<file path="config.mk">
export PLATFORM = sky130hd
export DESIGN_NAME = jk_shift_reg4
export DESIGN_NICKNAME = d
export VERILOG_FILES = /design/src/rtl/jk_shift_reg4.sv
export SDC_FILE = /design/constraint.sdc
export NUM_CORES = 1
export LEC_CHECK = 0
export CAP_MARGIN = 20
export CORE_AREA = 2 2 39 41
export CTS_BUF_LIST = sky130_fd_sc_hd__clkbuf_2 sky130_fd_sc_hd__clkbuf_4 sky130_fd_sc_hd__clkbuf_8
export DETAILED_ROUTE_END_ITERATION = 7
export DIE_AREA = 0 0 41 43
export GPL_TIMING_DRIVEN = 0
export SYNTH_ARGS = -nofsm -noshare
export SYNTH_HDL_FRONTEND = slang
export SYNTH_SLANG_ARGS = --single-unit
</file>
<file path="constraint.sdc">
create_clock -name clk -period 0.9 [get_ports clk]
set_input_delay 0.18 -clock clk [delete_from_list [all_inputs] [get_ports clk]]
set_output_delay 0.18 -clock clk [all_outputs]
set_load 0.01 [all_outputs]
</file>
<file path="src/rtl/jk_shift_reg4.sv">
module jk_shift_reg4 #(
  parameter int W = 4
) (
  input  logic         clk,
  input  logic         rst,
  input  logic         load_par,
  input  logic         j,
  input  logic         kn,
  input  logic [W-1:0] d,
  input  logic         true_out,
  output logic [W-1:0] q
);

  logic [W-1:0] st;
  logic         first_nx;

  assign first_nx = (j & ~st[0]) | (kn & st[0]);

  always_ff @(posedge clk or posedge rst) begin
    if (rst)
      st <= '0;
    else if (load_par)
      st <= d;
    else
      st <= {st[W-2:0], first_nx};
  end

  assign q = true_out ? st : ~st;


  p_load_r3: assert property (@(posedge clk) disable iff (rst)
    load_par |=> (st == $past(d)));


  p_shift_r2: assert property (@(posedge clk) disable iff (rst)
    !load_par |=> (st[W-1:1] == $past(st[W-2:0])));


  p_jk_r4: assert property (@(posedge clk) disable iff (rst)
    (!load_par && !j && kn) |=> $stable(st[0]));


  p_toggle_r4: assert property (@(posedge clk) disable iff (rst)
    (!load_par && j && !kn) |=> (st[0] != $past(st[0])));


  p_clear_r7: assert property (@(posedge clk) rst |-> (st == '0));


  always_comb begin
    if (!rst) p_polarity_r6: assert ((q ^ st) == {W{~true_out}});
  end

endmodule

</file>
Word-level counts from Yosys, hierarchy flattened
Index checks and enable logic that the tools add are counted.

word-level totals
  register bits after elaboration = 4
  input port bits = 10
  output and inout port bits = 4
  word-level logic and storage cells = 8

cells by class
  mux-type cells = 2
  bitwise logic cells = 5

operators with widths
  cell           number
  $mux W4        2
  $not A4 Y4     1
  $and A1 B1 Y1  2
  $not A1 Y1     1
  $or A1 B1 Y1   1

Depth between registers and ports, before layout
  word-level depth = 4
  gate-level depth with buffers = 2
  depth with buffers taken out = 2

Worst setup path after synthesis
Ideal clock, no wire load.

  path kind = register -> output
  start point = register st[0]
  end point = output port q[0]
  arrival time = 626 ps
  required time = 720 ps
  path slack = 94 ps
  cell stages (with the launch flop) = 2
  buffers on the path = 0
  path through = dfrtp_1 xnor2_1

between the ends
  cells in the longest elaborated chain, start to end = 2

ends and longest elaborated chain
  what                      RTL line  RTL
  start: declaration        14        logic [W-1:0] st;
  start signal: assignment  25        st <= {st[W-2:0], first_nx};
  $not A4 Y4                28        assign q = true_out ? st : ~st;
  $mux W4 (*)               28
  end: declaration          11        output logic [W-1:0] q

Every way passes the cells marked *; elsewhere a longest branch is shown, timed or not.

Worst setup path after layout
Same ends and word-level chain as after synthesis.

==> results.py <==
metrics = {
    "placement": {
        "place_ws_ns": -0.367,
        "port_buffers": 12,
        "place.gp.congestion": 0.591,
    },
    "worst_setup_path": {
        "cp_top_family": "flip-flops",
        "path_max_fanout": 2,
        "cpPeakStageDelay_ns": 0.39,
        "crit_arrival_ns": 0.91,
        "crit_type": "flop to output port",
        "cp.required_ns": 0.72,
        "worstPathBufferInverterCount": 1,
        "critPathLaunchType": "flop",
        "slowest_stage": "dfrtp_1",
        "path_cells": "xnor2_1 -> buf_2",
        "cp-end-kind": "output port",
    },
    "pwr": {
        "max-vdd-ir-drop_mv": 0.438,
        "pwr-share-comb": 0.250,
        "power.static_leakage_nw": 0.158,
        "p_switching_mw": 0.138,
        "p_per_area_mw_per_mm2": 1630,
        "pwr-share-clk": 0.386,
        "seqPwrFrac": 0.365,
        "p_sw_frac": 0.240,
        "power.internal_mw": 0.438,
    },
    "floorplan": {
        "coreArea_mm2": 0.00138,
        "die_y_um": 43,
        "pin_count": 14,
        "dieWidth_um": 41,
        "initial_utilization": 0.142,
        "rows": 14,
        "dieArea_mm2": 0.00176,
    },
    "detailed_routing": {
        "wl_per_cell_um": 9.81,
        "vias": 171,
        "dr.pass1.iters": 1,
        "vias_per_cell": 3.56,
        "drcViolationCount": 0,
        "finalWirelength_um": 471,
        "antenna_left": 0,
        "first_iter_violations": 0,
    },
    "logic_synthesis": {
        "synth_fp_nets": 26,
        "netlist_area_um2": 196,
        "synthTopCellsByCount": "4 x dfrtp_1, 4 x xnor2_1, 3 x mux2_2",
        "avgSynthCellArea_um2": 12.3,
        "async_flop_share": 1.00,
        "synth-seq-area-share": 0.510,
        "synth_area_leaders": "dfrtp_1 51%, xnor2_1 18%, mux2_2 17%",
        "syn_inst": 16,
        "synthDominantCellAreaShare": 0.510,
        "ys_ff_latch": 4,
        "synthDistinctLibCells": 8,
        "synth_warnings": 0,
        "synth_edf_count": 0,
        "ys.flop_type": "dfrtp_1",
        "synth_top_cell_by_area": "dfrtp_1",
    },
    "timing": {
        "finalMaxSlewViolations": 0,
        "fin_skew_ns": 0.00521,
        "max_slew.worst_pin.slew_ns": 0.208,
        "setup_viol": 5,
        "layout_min_cycle_time_ns": 1.09,
        "worst_slack_ns": -0.192,
        "worst_hold_slack_ns": 0.142,
        "fmaxAchievable_mhz": 916,
        "finalHoldViolCount": 0,
        "period_share": 1.21,
        "slew_headroom": 0.862,
        "grt_setup_unrepaired": "true",
    },
    "global_route": {
        "grtUsageTotal": 0.0675,
        "grt_pass1_wl_um": 731,
        "first_global_vias": 199,
        "gr-total-overflow": 0,
        "grt_max_degree": 6,
        "antenna_found_initial": 0,
    },
    "cts": {
        "cts_sinks": 4,
        "cts.clk_slew.worst_paths_ns": 0.04,
        "numCtsBuffers": 3,
        "h-tree-depth": 1,
        "clock_latency_ns": 0.23,
        "cts_tree": "built",
        "cts.path.max_buffers": 2,
        "cts_hold_buffers": 0,
        "cts_root_buffer": "clkbuf_4",
    },
    "run_status": {
        "outcome": "finished, violations left",
        "violations": "setup timing",
    },
    "hold_path": {
        "hold_path.class": "input pin to async pin",
    },
    "finish": {
        "area_growth_pct": 79.6,
        "antennaDiodeCount": 0,
        "top_register": "st",
        "drive_gt1_frac": 0.375,
        "regArea_um2": 100,
        "largest_reg_flops": 4,
        "multiInputGateArea_um2": 91.3,
        "layout.nets": 44,
        "largestRegisters": "st x4",
        "fillers": 157,
    },
    "flow_run": {
        "cap_violations": 0,
    },
}
-- final timing paths --
path | depth (start not counted) | start | slack (ns) | to
worst min register to register | 1 | st[2]$_DFF_PP0_ | 0.53 | st[3]$_DFF_PP0_
max in group asynchronous | 2 | rst | 0.60 | st[2]$_DFF_PP0_
worst min-delay path | 2 | rst | 0.14 | st[0]$_DFF_PP0_
worst max register to register | 2 | st[0]$_DFF_PP0_ | 0 | st[1]$_DFF_PP0_
min in group clk | 2 | load_par | 0.39 | st[0]$_DFF_PP0_
worst max-delay path | 2 | st[0]$_DFF_PP0_ | -0.19 | q[0]
-- layout by cell type, fill, tap and decap left out --
| cell type | instances |
|---|---|
| dlygate4sd2_1 | 1 |
| xnor2_1 | 4 |
| o21ai_1 | 1 |
| mux2i_1 | 1 |
| clkbuf_4 | 3 |
| buf_2 | 5 |
| inv_1 | 1 |
| nand2_1 | 1 |
| buf_6 | 1 |
| mux2_4 | 1 |
| mux2_2 | 2 |
| dfrtp_1 | 4 |
| clkdlybuf4s50_1 | 7 |
-- timing repair --
action | in CTS | in global routing
gates cloned | 0 | 0
buffers inserted | 1 | 1
resized for setup | 18 | 2
setup endpoints to repair | 7 | 5
-- metal layers --
layer,GRT usage,part of all wire,up-vias
li1,-,-,83
met2,0.0938,0.36,14
met1,0.0586,0.39,74
met3,0.0524,0.25,0
met5,0,0,-
met4,0.0600,0,0
-- area by class of cell --
| cell class | count | share of cell area |
|---|---|---|
| timing repair buffer | 13 | 0.312 |
| sequential | 4 | 0.284 |
| multi-input combinational | 10 | 0.259 |
| clock buffer | 3 | 0.0638 |
| tap | 16 | 0.0567 |
| buffer | 1 | 0.0142 |
| inverter | 1 | 0.0106 |
-- stage by stage --
step | area (um^2) | cells | TNS, ns | power, mW | utilization
after CTS | 349 | 48 | -0.719 | 0.590 | 0.252
after detailed placement | 337 | 44 | -2.44 | 0.374 | 0.243
after floorplan | 196 | 16 | 0 | 0.277 | -
after global placement | 337 | 44 | -2.46 | 0.373 | 0.243
final | 353 | 48 | -0.665 | 0.577 | 0.255
after global routing | 353 | 48 | -0.862 | 0.615 | 0.255
-- power groups by stage --
| stage | combinational, mW | clock [mW] | sequential, mW |
|---|---|---|---|
| floorplan | 0.0661 | 0 | 0.211 |
| global placement | 0.160 | 0 | 0.213 |
| detailed placement | 0.160 | 0 | 0.214 |
| CTS | 0.143 | 0.236 | 0.210 |
| global route | 0.159 | 0.244 | 0.212 |
| finish | 0.144 | 0.222 | 0.210 |
-- cells by family after synthesis --
group / Yosys count / synth area share
AOI/OAI and AO/OA: 1 / 0.0255
and+or+nand+nor: 1 / 0.0191
muxes: 4 / 0.223
DFF: 4 / 0.510
xor gates and xnor gates: 4 / 0.178
buffers and inverters: 2 / 0.0445
(Power assumes the default switching activity.)
